File: src/rtl/mcu_seq_pkg.sv
package mcu_seq_pkg;

    typedef enum logic [1:0] {
        ST_FETCH = 2'd0,
        ST_EXEC  = 2'd1,
        ST_INTR  = 2'd2
    } seq_state_t;

    typedef enum logic [1:0] {
        PCSRC_IMM   = 2'd0,
        PCSRC_STACK = 2'd1,
        PCSRC_VEC   = 2'd2
    } pc_src_t;

    typedef enum logic [2:0] {
        INS_OTHER,
        INS_BRANCH,
        INS_CALL,
        INS_RET,
        INS_RETID,
        INS_RETIE
    } ins_kind_t;

    typedef struct packed {
        logic    pc_clr;
        logic    pc_inc;
        logic    pc_load;
        pc_src_t pc_sel;
        logic    sp_inc;
        logic    sp_dec;
        logic    flag_save;
        logic    flag_restore;
        logic    mask_set;
        logic    mask_clr;
    } ctl_t;

    localparam ctl_t CTL_IDLE = '0;

endpackage

File: src/rtl/mcu_seq_opdec.sv
module mcu_seq_opdec
    import mcu_seq_pkg::*;
#(
    parameter int OP_W    = 7,
    parameter int SHORT_W = 5,
    parameter logic [SHORT_W-1:0] BRANCH_CODE = 5'b00100,
    parameter logic [SHORT_W-1:0] CALL_CODE   = 5'b00110,
    parameter logic [OP_W-1:0]    RET_CODE    = 7'h32,
    parameter logic [OP_W-1:0]    RETID_CODE  = 7'h36,
    parameter logic [OP_W-1:0]    RETIE_CODE  = 7'h37
) (
    input  logic [OP_W-1:0] opcode,
    output ins_kind_t       kind
);

    // Short codes compare only their upper field; low bits are don't-care.
    logic [SHORT_W-1:0] op_hi;
    assign op_hi = opcode[OP_W-1 -: SHORT_W];

    always_comb begin
        kind = INS_OTHER;
        if (opcode == RETIE_CODE) begin
            kind = INS_RETIE;
        end else if (opcode == RETID_CODE) begin
            kind = INS_RETID;
        end else if (opcode == RET_CODE) begin
            kind = INS_RET;
        end else if (op_hi == BRANCH_CODE) begin
            kind = INS_BRANCH;
        end else if (op_hi == CALL_CODE) begin
            kind = INS_CALL;
        end
    end

endmodule

File: src/rtl/mcu_seq_next.sv
module mcu_seq_next
    import mcu_seq_pkg::*;
(
    input  seq_state_t state,
    input  logic       irq,
    input  logic       irq_en,
    output seq_state_t state_nxt
);

    always_comb begin
        unique case (state)
            ST_FETCH: state_nxt = ST_EXEC;
            ST_EXEC:  state_nxt = (irq && irq_en) ? ST_INTR : ST_FETCH;
            ST_INTR:  state_nxt = ST_FETCH;
            default:  state_nxt = ST_FETCH;
        endcase
    end

endmodule

File: src/rtl/mcu_seq_outs.sv
module mcu_seq_outs
    import mcu_seq_pkg::*;
(
    input  logic       rst,
    input  seq_state_t state,
    input  ins_kind_t  kind,
    output ctl_t       ctl
);

    always_comb begin
        ctl = CTL_IDLE;
        if (rst) begin
            ctl.pc_clr   = 1'b1;
            ctl.mask_clr = 1'b1;
        end else begin
            unique case (state)
                ST_FETCH: begin
                    ctl.pc_inc = 1'b1;
                end
                ST_EXEC: begin
                    case (kind)
                        INS_BRANCH: begin
                            ctl.pc_load = 1'b1;
                            ctl.pc_sel  = PCSRC_IMM;
                        end
                        INS_CALL: begin
                            ctl.pc_load = 1'b1;
                            ctl.pc_sel  = PCSRC_IMM;
                            ctl.sp_dec  = 1'b1;
                        end
                        INS_RET: begin
                            ctl.pc_load = 1'b1;
                            ctl.pc_sel  = PCSRC_STACK;
                            ctl.sp_inc  = 1'b1;
                        end
                        INS_RETID: begin
                            ctl.pc_load      = 1'b1;
                            ctl.pc_sel       = PCSRC_STACK;
                            ctl.sp_inc       = 1'b1;
                            ctl.flag_restore = 1'b1;
                            ctl.mask_clr     = 1'b1;
                        end
                        INS_RETIE: begin
                            ctl.pc_load      = 1'b1;
                            ctl.pc_sel       = PCSRC_STACK;
                            ctl.sp_inc       = 1'b1;
                            ctl.flag_restore = 1'b1;
                            ctl.mask_set     = 1'b1;
                        end
                        default: ctl = CTL_IDLE;
                    endcase
                end
                ST_INTR: begin
                    ctl.pc_load   = 1'b1;
                    ctl.pc_sel    = PCSRC_VEC;
                    ctl.sp_dec    = 1'b1;
                    ctl.flag_save = 1'b1;
                    ctl.mask_clr  = 1'b1;
                end
                default: ctl = CTL_IDLE;
            endcase
        end
    end

endmodule

File: src/rtl/mcu_sequencer.sv
module mcu_sequencer
    import mcu_seq_pkg::*;
#(
    parameter int OP_W    = 7,
    parameter int SHORT_W = 5,
    parameter logic [SHORT_W-1:0] BRANCH_CODE = 5'b00100,
    parameter logic [SHORT_W-1:0] CALL_CODE   = 5'b00110,
    parameter logic [OP_W-1:0]    RET_CODE    = 7'h32,
    parameter logic [OP_W-1:0]    RETID_CODE  = 7'h36,
    parameter logic [OP_W-1:0]    RETIE_CODE  = 7'h37
) (
    input  logic            clk,
    input  logic            rst,
    input  logic [OP_W-1:0] opcode,
    input  logic            irq,
    input  logic            irq_en,
    output logic [1:0]      seq_state,
    output logic            pc_clr,
    output logic            pc_inc,
    output logic            pc_load,
    output logic [1:0]      pc_sel,
    output logic            sp_inc,
    output logic            sp_dec,
    output logic            flag_save,
    output logic            flag_restore,
    output logic            mask_set,
    output logic            mask_clr
);

    seq_state_t state_q;
    seq_state_t state_d;
    ins_kind_t  kind;
    ctl_t       ctl;

    mcu_seq_opdec #(
        .OP_W        (OP_W),
        .SHORT_W     (SHORT_W),
        .BRANCH_CODE (BRANCH_CODE),
        .CALL_CODE   (CALL_CODE),
        .RET_CODE    (RET_CODE),
        .RETID_CODE  (RETID_CODE),
        .RETIE_CODE  (RETIE_CODE)
    ) u_opdec (
        .opcode (opcode),
        .kind   (kind)
    );

    mcu_seq_next u_next (
        .state     (state_q),
        .irq       (irq),
        .irq_en    (irq_en),
        .state_nxt (state_d)
    );

    mcu_seq_outs u_outs (
        .rst   (rst),
        .state (state_q),
        .kind  (kind),
        .ctl   (ctl)
    );

    always_ff @(posedge clk) begin
        if (rst) begin
            state_q <= ST_FETCH;
        end else begin
            state_q <= state_d;
        end
    end

    assign seq_state    = state_q;
    assign pc_clr       = ctl.pc_clr;
    assign pc_inc       = ctl.pc_inc;
    assign pc_load      = ctl.pc_load;
    assign pc_sel       = ctl.pc_sel;
    assign sp_inc       = ctl.sp_inc;
    assign sp_dec       = ctl.sp_dec;
    assign flag_save    = ctl.flag_save;
    assign flag_restore = ctl.flag_restore;
    assign mask_set     = ctl.mask_set;
    assign mask_clr     = ctl.mask_clr;

endmodule

File: config.mk
export PLATFORM = sky130hd
export DESIGN_NAME = mcu_sequencer
export DESIGN_NICKNAME = d
export VERILOG_FILES = /design/src/rtl/mcu_seq_pkg.sv /design/src/rtl/mcu_seq_opdec.sv /design/src/rtl/mcu_seq_next.sv /design/src/rtl/mcu_seq_outs.sv /design/src/rtl/mcu_sequencer.sv
export SDC_FILE = /design/constraint.sdc
export NUM_CORES = 1
export LEC_CHECK = 0
export CELL_PAD_IN_SITES_DETAIL_PLACEMENT = 1
export CELL_PAD_IN_SITES_GLOBAL_PLACEMENT = 1
export CORE_MARGIN = 2
export CORE_UTILIZATION = 16
export CTS_CLUSTER_DIAMETER = 50
export DETAILED_ROUTE_END_ITERATION = 10
export GPL_ROUTABILITY_DRIVEN = 0
export PLACE_DENSITY_LB_ADDON = 0.1
export SYNTH_ARGS = -nofsm -noshare
export SYNTH_HDL_FRONTEND = slang
export SYNTH_SLANG_ARGS = --single-unit
File: constraint.sdc
create_clock -name clk -period 1.1 [get_ports clk]
set_input_delay 0.11 -clock clk [delete_from_list [all_inputs] [get_ports clk]]
set_output_delay 0.11 -clock clk [all_outputs]
set_load 0.05 [all_outputs]
* After elaboration in Yosys (flattened, before gate mapping)
Cells that the tools add are included.
Widths: inputs -> output; s select.
** Word-level totals
- Word-level logic and storage cells :: 40
- Output and inout bits :: 13
- Register bits after elaboration :: 2
- Bits of input ports :: 11
** Cells by class
- Reduce and logical (&&, ||, !) cells :: 5
- Equal/unequal tests :: 12
- Muxes and demuxes :: 22
** Operator list (number)
- $eq 7x6->1 const B :: 3
- $mux 3 :: 4
- $pmux 3 s2 :: 2
- $eq 5x3->1 const B :: 2
- $mux 1 :: 9
- $mux 9 :: 1
- $pmux 2 s2 :: 2
- $eq 3x2->1 const B :: 2
- $eq 3x3->1 const B :: 2
- $mux 2 :: 3
- $reduce_or 2->1 :: 2
- $eq 3x1->1 const B :: 1
- $reduce_or 3->1 :: 1
- $eq 2x1->1 const B :: 1
- $eq 2x2->1 const B :: 1
- $logic_not 2->1 :: 1
- $pmux 1 s2 :: 1
- $logic_and 1x1->1 :: 1

* Logic depth before layout (Yosys ltp)
Gate-level depths: netlist of run 1.
- Word-level depth :: 11
- Mapped depth :: 4
- Depth with buffers taken out :: 4

* Modules after synthesis
A second synthesis of run 1 with hierarchy kept.
** Unflattened totals
- Cells, all modules :: 43
- Area total of the unflattened synthesis :: 355.3 sq um
** Modules (own cells, without submodules)
- mcu_seq_outs :: cells each 27, times used 1, area each 217.7 sq um, sequential area each 0.0 sq um
- mcu_seq_opdec :: cells each 10, times used 1, area each 71.3 sq um, sequential area each 0.0 sq um
- mcu_sequencer :: cells each 4, times used 1, area each 52.6 sq um, sequential area each 40.0 sq um
- mcu_seq_next :: cells each 2, times used 1, area each 13.8 sq um, sequential area each 0.0 sq um

* Least setup slack after synthesis of run 1
OpenSTA, ideal clock, no wires.
- Path type :: register to output
- Start point :: register state_q[0] (netlist: seq_state[0])
- End point :: output pc_load
- Required time :: 990 ps
- Stages on the path, launching flop included :: 5
- Data arrival time :: 2684 ps
- Path buffers :: 0
- Setup slack :: -1694 ps
- Path through :: dfxtp_1 > inv_1 > ha_1 > inv_1 > nor4_1
** On the way
- Word-level cells in the longest chain between the ends :: 3
- Elaborated cells between the ends (all ways) :: 4
- Classes of those cells :: eq/ne: 2; mux: 2
** Ends and longest elaborated chain
- from (decl) :: line mcu_sequencer.sv:30 : seq_state_t state_q;
- from (signal assigned) :: line mcu_sequencer.sv:66 : state_q <= state_d;
- $eq 2x2->1 or $eq 2x1->1 (tied branches) :: line mcu_seq_outs.sv:16 : unique case (state)
- $pmux 3 s2 (*) :: line mcu_seq_outs.sv:16
- $mux 9 (*) :: line mcu_seq_outs.sv:12 : if (rst) begin
- to (decl) :: line mcu_sequencer.sv:20 : output logic pc_load,
Every way passes the cells marked *; elsewhere a longest branch is shown, timed or not.

* Worst setup path after layout of run 1
- Start point :: register state_q[0] (netlist: seq_state[0])
- End point :: output mask_clr
** On the way
- Word-level cells in the longest chain between the ends :: 3
- Elaborated cells between the ends (all ways) :: 4
- Classes of those cells :: eq/ne: 2; mux: 2
** Ends and longest elaborated chain
- $eq 2x2->1 or $eq 2x1->1 (tied branches) :: line mcu_seq_outs.sv:16
- $pmux 1 s2 (*) :: line mcu_seq_outs.sv:16
- $mux 1 (*) :: line mcu_seq_outs.sv:12
- to (decl) :: line mcu_sequencer.sv:27 : output logic mask_clr
Marks and branches as above.

==> impl_metrics.xml, run 1 <==
<?xml version="1.0" encoding="UTF-8"?>
<metrics>
  <group name="synth">
    <metric name="ys.warnings.count" unit="">0</metric>
    <metric name="synthCells" unit="">35</metric>
    <metric name="post-synth-top-area-cell" unit="">sky130_fd_sc_hd__dfxtp_1</metric>
    <metric name="syn_std_cell_area" unit="um^2">260.3</metric>
    <metric name="ys_ff_latch" unit="">2</metric>
    <metric name="ys_top_cells_by_area" unit="">sky130_fd_sc_hd__dfxtp_1 15%, sky130_fd_sc_hd__ha_1 14%, sky130_fd_sc_hd__nor2b_1 7.2%</metric>
    <metric name="syn-mean-instance-area" unit="um^2">7.436</metric>
    <metric name="netlist.area_leader.share" unit="">0.1538</metric>
    <metric name="synthesis.nets" unit="">49</metric>
    <metric name="synth_seq_area_share" unit="">0.1538</metric>
    <metric name="synthDistinctLibCells" unit="">19</metric>
  </group>
  <group name="timing">
    <metric name="period_needed" unit="ns">1.603</metric>
    <metric name="report.final.hold_viol_count" unit="">0</metric>
    <metric name="setup_total_negative_slack" unit="ns">-3.784</metric>
    <metric name="layout_setup_ws" unit="ns">-0.5030</metric>
    <metric name="finalCritPeriodShare" unit="">1.457</metric>
    <metric name="slew_viol_final" unit="">0</metric>
    <metric name="timing.clock.skew" unit="ns">0.003333</metric>
    <metric name="fmax" unit="GHz">0.6238</metric>
    <metric name="worst_slew_pin_slew" unit="ns">0.3320</metric>
    <metric name="grt_setup_unrepaired" unit="">true</metric>
    <metric name="hold-worst-slack" unit="ns">0.4070</metric>
    <metric name="maxSlewHeadroom" unit="">0.7779</metric>
    <metric name="setup_violations" unit="">11</metric>
  </group>
  <group name="global_route">
    <metric name="initial_antenna_violation_count" unit="">0</metric>
    <metric name="grt_util_all_layers" unit="">0.1756</metric>
    <metric name="grt_pass1_wl" unit="um">2428</metric>
    <metric name="pin_count_of_the_biggest_net_entering_global_routing" unit="">6</metric>
    <metric name="grt_pass1_vias" unit="">481</metric>
    <metric name="grt.overflow.total" unit="">0</metric>
  </group>
  <group name="setup_path">
    <metric name="critical_path_peak_fanout" unit="">3</metric>
    <metric name="timing_worst_setup_path_type" unit="">reg -&gt; out</metric>
    <metric name="crit_required" unit="ns">0.99</metric>
    <metric name="worstSetupEndpointType" unit="">output pin</metric>
    <metric name="crit_path_start_kind" unit="">flop</metric>
    <metric name="arrival_time_at_the_worst_endpoint" unit="ns">1.49</metric>
  </group>
  <group name="power">
    <metric name="cellPowerDensity" unit="nW/um^2">570.9</metric>
    <metric name="p_leak" unit="uW">0.0004398</metric>
    <metric name="vdd_drop_max" unit="uV">406.4</metric>
  </group>
  <group name="flow_run">
    <metric name="maxCapViolations" unit="">0</metric>
  </group>
  <group name="floorplanning">
    <metric name="rows" unit="">14</metric>
    <metric name="die_height" unit="um">44.33</metric>
    <metric name="floorplan.initialDensity" unit="">0.1708</metric>
    <metric name="die_w" unit="um">44.33</metric>
    <metric name="design.core.area" unit="um^2">1524</metric>
    <metric name="pin_count" unit="">24</metric>
    <metric name="dieArea" unit="um^2">1965</metric>
  </group>
  <group name="cts">
    <metric name="clock_latency" unit="ns">0.23</metric>
    <metric name="clk_root_buffer_cell" unit="">sky130_fd_sc_hd__clkbuf_4</metric>
    <metric name="clock-sinks" unit="">2</metric>
    <metric name="clock_transition_at_the_register_clock_pins_on_the_worst_setup_and_hold_paths_after_cts" unit="ns">0.03</metric>
    <metric name="htree_num_levels" unit="">1</metric>
    <metric name="tritoncts.num_buffers" unit="">3</metric>
    <metric name="clock_tree_buffer_depth" unit="">2</metric>
    <metric name="cts_tree" unit="">done</metric>
  </group>
  <group name="outcome">
    <metric name="run_status" unit="">finished with violations</metric>
    <metric name="failing_checks" unit="">negative setup slack</metric>
  </group>
  <group name="routing">
    <metric name="number_of_nets_still_failing_antenna_checks_after_routing" unit="">0</metric>
    <metric name="drt_pre_antenna_iters" unit="">2</metric>
    <metric name="route.vias.total" unit="">420</metric>
    <metric name="routed_via_density" unit="">4.565</metric>
    <metric name="drt_first_iter_violations" unit="">1</metric>
    <metric name="drc" unit="">0</metric>
    <metric name="wirelength" unit="um">1470</metric>
    <metric name="drt-wirelength-per-cell" unit="um">15.98</metric>
  </group>
  <group name="place">
    <metric name="numPortBuffers" unit="">23</metric>
    <metric name="dp_worst_setup_slack" unit="ns">-0.6140</metric>
    <metric name="dp_hpwl" unit="um">1050</metric>
    <metric name="dp.cells" unit="">84</metric>
  </group>
  <group name="final_layout">
    <metric name="fin_nets" unit="">92</metric>
    <metric name="multi_input_logic_area" unit="um^2">354.1</metric>
    <metric name="antenna_cells" unit="">0</metric>
    <metric name="fillers" unit="">158</metric>
    <metric name="final_cell_count_no_fill" unit="">92</metric>
    <metric name="largest_register_ff_count" unit="">2</metric>
    <metric name="post_route_cells_drive_above_1_share" unit="">0.8026</metric>
    <metric name="area_delta_synth_final" unit="%">276.0</metric>
    <metric name="utilization" unit="">0.6420</metric>
    <metric name="register_area" unit="um^2">47.55</metric>
  </group>
  <group name="hold_path">
    <metric name="hold_path.class" unit="">in -&gt; reg</metric>
  </group>
</metrics>
[path summary, 6_finish.rpt]
check | startpoint | end | slack (ns) | cells past startpoint
min reg2reg | seq_state[1] | seq_state[0] | 0.69 | 3
min | irq_en | seq_state[1] | 0.41 | 3
max reg2reg | seq_state[1] | seq_state[1] | 0.01 | 5
max | seq_state[0] | mask_clr | -0.50 | 5
[through the flow]
stage | instance area (um^2) | total power, uW
finish | 978.4 | 558.6
global route | 978.4 | 589.1
CTS | 967.2 | 553.5
detailed placement | 857.1 | 360.8
global placement | 857.1 | 354.1
floorplan | 390.4 | 217.1
[repair_timing]
action | CTS | global route
setup buffers | 4 | 1
endpoints found under the hold margin | 0 | 0
resized for setup | 15 | 11
endpoints found under the setup margin | 12 | 12
pin swaps | 7 | 2
hold buffers | 0 | 0
[layout by cell type, fill, tap and decap left out, types with 2 or more instances in the layout]
cell	n
sky130_fd_sc_hd__buf_12	15
sky130_fd_sc_hd__buf_4	14
sky130_fd_sc_hd__buf_6	2
sky130_fd_sc_hd__clkbuf_2	3
sky130_fd_sc_hd__clkbuf_4	3
sky130_fd_sc_hd__clkdlybuf4s50_1	3
sky130_fd_sc_hd__dfxtp_4	2
sky130_fd_sc_hd__dlygate4sd2_1	3
sky130_fd_sc_hd__ha_4	2
sky130_fd_sc_hd__inv_4	3
sky130_fd_sc_hd__nand2_4	2
sky130_fd_sc_hd__nor2_1	2
sky130_fd_sc_hd__nor2b_4	2
sky130_fd_sc_hd__nor3_4	3
sky130_fd_sc_hd__nor4_4	2
[layout make-up]
cell class / instances / area share
tap: 16 / 0.02046
timing repair buffer: 41 / 0.5230
inverter: 4 / 0.02302
multi-input combinational: 26 / 0.3619
sequential: 2 / 0.04859
clock buffer: 3 / 0.02302
[per-layer routing]
layer | global-route usage | vias up | share of wire
met5 | 0 | - | 0
met2 | 0.3088 | 16 | 0.57
met4 | 0.05455 | 0 | 0
li1 | - | 205 | -
met3 | 0.04490 | 0 | 0.040
met1 | 0.2074 | 199 | 0.39
[cell usage after synthesis, drive strengths merged]
cell type / count
nand2b: 2
nor3b: 1
a311oi: 1
nor4: 2
nor2: 2
nor4b: 1
inv: 4
and4bb: 1
nand2: 4
a31oi: 1
nor3: 3
buf: 2
dfxtp: 2
nor2b: 3
a21oi: 1
clkbuf: 1
o41ai: 1
ha: 3
[critical path: stages (launching register included)]
cell                      delay [ns]
sky130_fd_sc_hd__dfxtp_4        0.36
sky130_fd_sc_hd__inv_4          0.04
sky130_fd_sc_hd__ha_4           0.28
sky130_fd_sc_hd__inv_4          0.05
sky130_fd_sc_hd__o41ai_4        0.36
sky130_fd_sc_hd__buf_12         0.18
[power breakdown]
group	switching, uW	leakage (uW)	internal (uW)
registers	5.33	0.0000178	74.9
logic	155	0.000408	154
clock network	47.9	0.0000138	121
[cell families after synthesis]
group,share of synthesized area
compound gates,0.1394
flops,0.1539
buf+inv,0.1298
fa+ha+maj,0.1442
simple gates,0.4327
No activity file was read; power rests on OpenSTA's default activity.
==> run 2: changes to the inputs <==
--- a/config.mk
+++ b/config.mk
@@ -12,7 +12,7 @@
 export CTS_CLUSTER_DIAMETER = 50
 export DETAILED_ROUTE_END_ITERATION = 10
 export GPL_ROUTABILITY_DRIVEN = 0
-export PLACE_DENSITY_LB_ADDON = 0.1
+export PLACE_DENSITY_LB_ADDON = 0.25
 export SYNTH_ARGS = -nofsm -noshare
 export SYNTH_HDL_FRONTEND = slang
 export SYNTH_SLANG_ARGS = --single-unit
==> run 2 against run 1 <==
Against the previous run:
- first-iteration DRC count grew 100%
- flip-flop and latch count unchanged
- clock-buffer cell count did not move
- clock skew shrank 0.00089 ns
- cell count up 2.2%
- the run still ends with negative setup slack left
- critical path type unchanged
- combinational power is 12% higher
==> impl_metrics.xml, run 2 (synthesis results as in run 1) <==
<?xml version="1.0" encoding="UTF-8"?>
<metrics>
  <group name="final_layout">
    <metric name="final_cell_count_no_fill" unit="">94</metric>
    <metric name="post_route_cells_drive_above_1_share" unit="">0.8333</metric>
    <metric name="finish.instance_area" unit="um^2">1054</metric>
    <metric name="most_used_cells_in_the_layout_excluding_fill_and_tap_cells" unit="">14 x sky130_fd_sc_hd__buf_12, 11 x sky130_fd_sc_hd__buf_4, 8 x sky130_fd_sc_hd__buf_6</metric>
    <metric name="utilization" unit="">0.6913</metric>
    <metric name="final_common_cell" unit="">sky130_fd_sc_hd__buf_12</metric>
    <metric name="fin_nets" unit="">94</metric>
    <metric name="area_delta_synth_final" unit="%">304.8</metric>
    <metric name="largest_register_ff_count" unit="">2</metric>
    <metric name="antenna_cells" unit="">0</metric>
  </group>
  <group name="timing">
    <metric name="report.final.hold_viol_count" unit="">0</metric>
    <metric name="slew_viol_final" unit="">0</metric>
    <metric name="grt_setup_unrepaired" unit="">true</metric>
    <metric name="worst_slew_pin_slew" unit="ns">0.3275</metric>
    <metric name="layout_setup_ws" unit="ns">-0.5057</metric>
    <metric name="period_needed" unit="ns">1.606</metric>
    <metric name="setup_violations" unit="">11</metric>
    <metric name="maxSlewHeadroom" unit="">0.7809</metric>
    <metric name="finalCritPeriodShare" unit="">1.460</metric>
    <metric name="timing.clock.skew" unit="ns">0.002445</metric>
    <metric name="fmax" unit="GHz">0.6228</metric>
  </group>
  <group name="power">
    <metric name="clock_power_share" unit="">0.266</metric>
    <metric name="switching_share_of_power" unit="">0.3572</metric>
    <metric name="total_power" unit="uW">578.3</metric>
    <metric name="p_leak" unit="uW">0.0004764</metric>
    <metric name="p_int" unit="uW">371.8</metric>
    <metric name="seqPwrFrac" unit="">0.138</metric>
    <metric name="p_switching" unit="uW">206.6</metric>
    <metric name="cellPowerDensity" unit="nW/um^2">548.9</metric>
    <metric name="vdd_drop_max" unit="uV">324.4</metric>
    <metric name="power.share.combinational" unit="">0.596</metric>
  </group>
  <group name="place">
    <metric name="dp_worst_setup_slack" unit="ns">-0.5661</metric>
    <metric name="dp_hpwl" unit="um">880.9</metric>
    <metric name="dpl_cell_area" unit="um^2">872.1</metric>
    <metric name="numPortBuffers" unit="">23</metric>
    <metric name="dp.cells" unit="">86</metric>
  </group>
  <group name="cts">
    <metric name="cts_tree" unit="">done</metric>
    <metric name="clock_latency" unit="ns">0.22</metric>
    <metric name="htree_num_levels" unit="">1</metric>
    <metric name="clock-sinks" unit="">2</metric>
    <metric name="cts_hold_buf" unit="">0</metric>
    <metric name="clock_transition_at_the_register_clock_pins_on_the_worst_setup_and_hold_paths_after_cts" unit="ns">0.03</metric>
    <metric name="clk_root_buffer_cell" unit="">sky130_fd_sc_hd__clkbuf_4</metric>
    <metric name="tritoncts.num_buffers" unit="">3</metric>
    <metric name="clock_tree_buffer_depth" unit="">2</metric>
  </group>
  <group name="routing">
    <metric name="drc" unit="">0</metric>
    <metric name="drt_first_iter_violations" unit="">2</metric>
    <metric name="drt-wirelength-per-cell" unit="um">14.23</metric>
    <metric name="wirelength" unit="um">1338</metric>
    <metric name="routed_via_density" unit="">4.521</metric>
    <metric name="number_of_nets_still_failing_antenna_checks_after_routing" unit="">0</metric>
    <metric name="drt_pre_antenna_iters" unit="">2</metric>
    <metric name="route.vias.total" unit="">425</metric>
  </group>
  <group name="setup_path">
    <metric name="crit_chain" unit="">buf_6, ha_4, nand2_4, o41ai_4, buf_12</metric>
    <metric name="worstSetupEndpointType" unit="">output pin</metric>
    <metric name="crit_path_start_kind" unit="">flop</metric>
    <metric name="crit_required" unit="ns">0.99</metric>
    <metric name="max_stage_delay" unit="ns">0.40</metric>
    <metric name="arrival_time_at_the_worst_endpoint" unit="ns">1.50</metric>
    <metric name="critical_path_peak_fanout" unit="">4</metric>
    <metric name="worst_path_dominant_cell_family" unit="">compound AO/OA/AOI/OAI gates</metric>
    <metric name="timing_worst_setup_path_type" unit="">reg -&gt; out</metric>
    <metric name="critical-path-slowest-cell" unit="">sky130_fd_sc_hd__o41ai_4</metric>
    <metric name="cp_num_buf_inv" unit="">2</metric>
  </group>
  <group name="global_route">
    <metric name="grt_util_all_layers" unit="">0.1546</metric>
    <metric name="pin_count_of_the_biggest_net_entering_global_routing" unit="">6</metric>
    <metric name="initial_antenna_violation_count" unit="">0</metric>
    <metric name="grt_pass1_wl" unit="um">2221</metric>
    <metric name="grt_pass1_vias" unit="">492</metric>
    <metric name="grt.overflow.total" unit="">0</metric>
  </group>
  <group name="floorplanning">
    <metric name="rows" unit="">14</metric>
    <metric name="design.core.area" unit="um^2">1524</metric>
    <metric name="pin_count" unit="">24</metric>
    <metric name="die_height" unit="um">44.33</metric>
    <metric name="floorplan.initialDensity" unit="">0.1708</metric>
    <metric name="dieArea" unit="um^2">1965</metric>
    <metric name="die_w" unit="um">44.33</metric>
  </group>
  <group name="outcome">
    <metric name="run_status" unit="">finished with violations</metric>
    <metric name="failing_checks" unit="">negative setup slack</metric>
  </group>
  <group name="flow_run">
    <metric name="maxCapViolations" unit="">0</metric>
  </group>
  <group name="hold_path">
    <metric name="hold_path.class" unit="">in -&gt; reg</metric>
  </group>
</metrics>
==> run 2: path summary, 6_finish.rpt <==
kind,to,cells after the start,slack [ns],startpoint
max,mask_clr,5,-0.51,seq_state[0]
max reg2reg,seq_state[1],6,0,seq_state[0]
min reg2reg,seq_state[0],3,0.70,seq_state[0]
min,seq_state[1],3,0.42,irq
==> run 2: repair_timing <==
| action | in CTS | in global routing |
|---|---|---|
| pin swaps | 14 | 7 |
| hold endpoints to repair | 0 | 0 |
| setup buffers | 4 | 1 |
| resized for setup | 30 | 10 |
| cloned | 0 | 0 |
| setup endpoints to repair | 11 | 11 |
==> run 2: worst register-to-register path: cells and delay by family, from the launching register on <==
kind | cells | cell delay, ns
buffers and inverters | 3 | 0.36
DFF | 1 | 0.34
adders and majority gates | 1 | 0.17
and+or+nand+nor | 2 | 0.13
==> run 2: stage by stage <==
step / setup TNS [ns] / hold slack [ns]
2_1_floorplan: -3.165 / 0.2141
3_3_place_gp: -4.590 / 0.6327
3_5_place_dp: -4.678 / 0.6394
4_1_cts: -3.542 / 0.4184
5_1_grt: -3.964 / 0.4415
6_report: -3.418 / 0.4239
==> run 2: power groups by stage <==
stage          logic (uW)  registers [uW]  clock network [uW]
6_report              345            80.0                 154
2_1_floorplan         123            94.1                   0
4_1_cts               329            79.6                 164
5_1_grt               362            80.6                 168
3_3_place_gp          280            81.0                   0
3_5_place_dp          282            81.1                   0
==> run 2: area by class of cell <==
class                      instances  area, um^2
clock buffer                       3       22.52
fill                             145       470.5
inverter                           4       22.52
multi-input combinational         26       400.4
sequential                         2       47.55
tap                               16       20.02
timing repair buffer              43       540.5
==> run 2: layer usage <==
metal	track usage	up-vias	wire, um
met2	0.3088	12	773
met4	0.05455	0	27
met1	0.1605	202	502
met5	0	-	0
li1	-	209	-
met3	0.02041	2	35
==> run 3: changes to the inputs <==
==> constraint.sdc (replaced) <==
create_clock -name clk -period 1.45 [get_ports clk]
set_input_delay 0.145 -clock clk [delete_from_list [all_inputs] [get_ports clk]]
set_output_delay 0.145 -clock clk [all_outputs]
set_load 0.05 [all_outputs]
==> run 3 against run 2 <==
Against the previous run:
- highest routed layer is now met3
- register-to-register slack improved by 0.40 ns
- the run still ends with negative setup slack left
- wire length is 14% lower
- sequential share of layout area increased by 0.80 points
- power down 33%
- combinational power down 41%
- clock-buffer cell count is the same
- worst hold slack improved by 0.037 ns
==> impl_metrics.xml, run 3 (synthesis results as in run 1) <==
<?xml version="1.0" encoding="UTF-8"?>
<metrics>
  <group name="outcome">
    <metric name="run_status" unit="">finished with violations</metric>
    <metric name="failing_checks" unit="">negative setup slack</metric>
  </group>
  <group name="final_layout">
    <metric name="post_route_cells_drive_above_1_share" unit="">0.7639</metric>
    <metric name="most_used_cells_in_the_layout_excluding_fill_and_tap_cells" unit="">14 x sky130_fd_sc_hd__buf_4, 12 x sky130_fd_sc_hd__buf_12, 4 x sky130_fd_sc_hd__dlygate4sd2_1</metric>
    <metric name="finish.instance_area" unit="um^2">894.6</metric>
    <metric name="fillers" unit="">163</metric>
    <metric name="antenna_cells" unit="">0</metric>
    <metric name="area_delta_synth_final" unit="%">243.7</metric>
    <metric name="fin_nets" unit="">88</metric>
    <metric name="largest_register_ff_count" unit="">2</metric>
    <metric name="final_cell_count_no_fill" unit="">88</metric>
    <metric name="final_common_cell" unit="">sky130_fd_sc_hd__buf_4</metric>
  </group>
  <group name="floorplanning">
    <metric name="die_height" unit="um">44.33</metric>
    <metric name="pin_count" unit="">24</metric>
    <metric name="die_w" unit="um">44.33</metric>
    <metric name="dieArea" unit="um^2">1965</metric>
    <metric name="rows" unit="">14</metric>
    <metric name="design.core.area" unit="um^2">1524</metric>
    <metric name="floorplan.initialDensity" unit="">0.1708</metric>
  </group>
  <group name="timing">
    <metric name="slew_viol_final" unit="">0</metric>
    <metric name="finalCritPeriodShare" unit="">1.113</metric>
    <metric name="maxSlewHeadroom" unit="">0.7935</metric>
    <metric name="worst_slew_pin_slew" unit="ns">0.3087</metric>
    <metric name="period_needed" unit="ns">1.614</metric>
    <metric name="setup_total_negative_slack" unit="ns">-0.6419</metric>
    <metric name="timing.clock.skew" unit="ns">0.001728</metric>
    <metric name="hold-worst-slack" unit="ns">0.4604</metric>
    <metric name="report.final.hold_viol_count" unit="">0</metric>
    <metric name="grt_setup_unrepaired" unit="">true</metric>
    <metric name="setup_violations" unit="">7</metric>
    <metric name="layout_setup_ws" unit="ns">-0.1635</metric>
    <metric name="fmax" unit="GHz">0.6198</metric>
  </group>
  <group name="setup_path">
    <metric name="crit_chain" unit="">buf_4, ha_2, nor2_1, nor4_4, buf_12</metric>
    <metric name="max_stage_delay" unit="ns">0.34</metric>
    <metric name="crit_required" unit="ns">1.31</metric>
    <metric name="critical_path_peak_fanout" unit="">5</metric>
    <metric name="crit_path_start_kind" unit="">flop</metric>
    <metric name="worstSetupEndpointType" unit="">output pin</metric>
    <metric name="timing_worst_setup_path_type" unit="">reg -&gt; out</metric>
    <metric name="arrival_time_at_the_worst_endpoint" unit="ns">1.47</metric>
    <metric name="critical-path-slowest-cell" unit="">sky130_fd_sc_hd__dfxtp_4</metric>
  </group>
  <group name="power">
    <metric name="cellPowerDensity" unit="nW/um^2">432.2</metric>
    <metric name="vdd_drop_max" unit="uV">477.3</metric>
    <metric name="seqPwrFrac" unit="">0.156</metric>
    <metric name="clock_power_share" unit="">0.313</metric>
    <metric name="p_switching" unit="uW">140.5</metric>
    <metric name="p_int" unit="uW">246.1</metric>
    <metric name="power.share.combinational" unit="">0.531</metric>
    <metric name="p_leak" unit="uW">0.0003898</metric>
    <metric name="switching_share_of_power" unit="">0.3635</metric>
  </group>
  <group name="place">
    <metric name="dp.cells" unit="">83</metric>
    <metric name="dp_hpwl" unit="um">928.4</metric>
    <metric name="dp_worst_setup_slack" unit="ns">-0.3082</metric>
    <metric name="numPortBuffers" unit="">23</metric>
    <metric name="dpl_cell_area" unit="um^2">814.5</metric>
  </group>
  <group name="routing">
    <metric name="routed_via_density" unit="">4.557</metric>
    <metric name="drt_pre_antenna_iters" unit="">1</metric>
    <metric name="wirelength" unit="um">1157</metric>
    <metric name="number_of_nets_still_failing_antenna_checks_after_routing" unit="">0</metric>
    <metric name="drt-wirelength-per-cell" unit="um">13.15</metric>
    <metric name="drc" unit="">0</metric>
    <metric name="route.vias.total" unit="">401</metric>
    <metric name="drt_first_iter_violations" unit="">0</metric>
  </group>
  <group name="hold_path">
    <metric name="hold_path.class" unit="">in -&gt; reg</metric>
  </group>
  <group name="cts">
    <metric name="clock_transition_at_the_register_clock_pins_on_the_worst_setup_and_hold_paths_after_cts" unit="ns">0.03</metric>
    <metric name="clock_tree_buffer_depth" unit="">2</metric>
    <metric name="clock-sinks" unit="">2</metric>
    <metric name="clk_root_buffer_cell" unit="">sky130_fd_sc_hd__clkbuf_4</metric>
    <metric name="clock_latency" unit="ns">0.22</metric>
    <metric name="htree_num_levels" unit="">1</metric>
    <metric name="tritoncts.num_buffers" unit="">3</metric>
    <metric name="cts_tree" unit="">done</metric>
  </group>
  <group name="global_route">
    <metric name="grt_pass1_vias" unit="">452</metric>
    <metric name="initial_antenna_violation_count" unit="">0</metric>
    <metric name="grt_util_all_layers" unit="">0.1412</metric>
    <metric name="pin_count_of_the_biggest_net_entering_global_routing" unit="">6</metric>
    <metric name="grt.overflow.total" unit="">0</metric>
    <metric name="grt_pass1_wl" unit="um">1994</metric>
  </group>
  <group name="flow_run">
    <metric name="maxCapViolations" unit="">0</metric>
  </group>
</metrics>
run 3: final timing paths:
kind	depth (start not counted)	start	slack (ns)	end
worst max-delay path	5	seq_state[1]	-0.16	pc_load
worst min-delay path	3	irq_en	0.46	seq_state[1]
worst max register to register	5	seq_state[1]	0.40	seq_state[1]
worst min register to register	3	seq_state[1]	0.67	seq_state[0]
run 3: layout make-up:
class                           count  area (um^2)  share of cell area
Tap cell                           16        20.02             0.02238
Sequential cell                     2        47.55             0.05315
Multi-Input combinational cell     26        339.1              0.3790
Timing Repair Buffer               37        442.9              0.4951
Inverter                            4        22.52             0.02517
Clock buffer                        3        22.52             0.02517
run 3: per-layer routing:
layer	track usage	up-vias	routed length, um	share of wire
met5	0	-	0	0
met4	0.05455	0	0	0
met3	0.01633	0	55	0.048
met2	0.2676	15	666	0.58
met1	0.1580	186	435	0.38
li1	-	200	-	-
run 3: what timing repair did:
action                     CTS  global route
resized for setup           23             1
setup buffers                2             0
gates cloned                 0             0
setup endpoints to repair    9             9
hold buffers                 0             0
pin swaps                    8             2
run 3: worst max-delay path: cells and delay by family (launching register included):
family | cells | cell delay, ns
buffers and inverters | 2 | 0.29
adder cells (fa/ha/maj) | 1 | 0.25
flip-flops | 1 | 0.34
AND/OR/NAND/NOR | 2 | 0.38
run 3: power by group through the flow:
stage          registers [uW]  logic, uW  clock network (uW)
2_1_floorplan            71.4       88.1                   0
3_3_place_gp             61.1        193                   0
3_5_place_dp             61.2        198                   0
4_1_cts                  60.5        207                 131
5_1_grt                  61.2        217                 134
6_report                 60.4        205                 121
run 3: metrics by stage:
step	power (uW)	utilization
after floorplan	159.4	-
after global placement	254.4	0.5345
after detailed placement	258.8	0.5345
after CTS	398.6	0.5854
after global routing	412.5	0.5870
final	386.6	0.5870
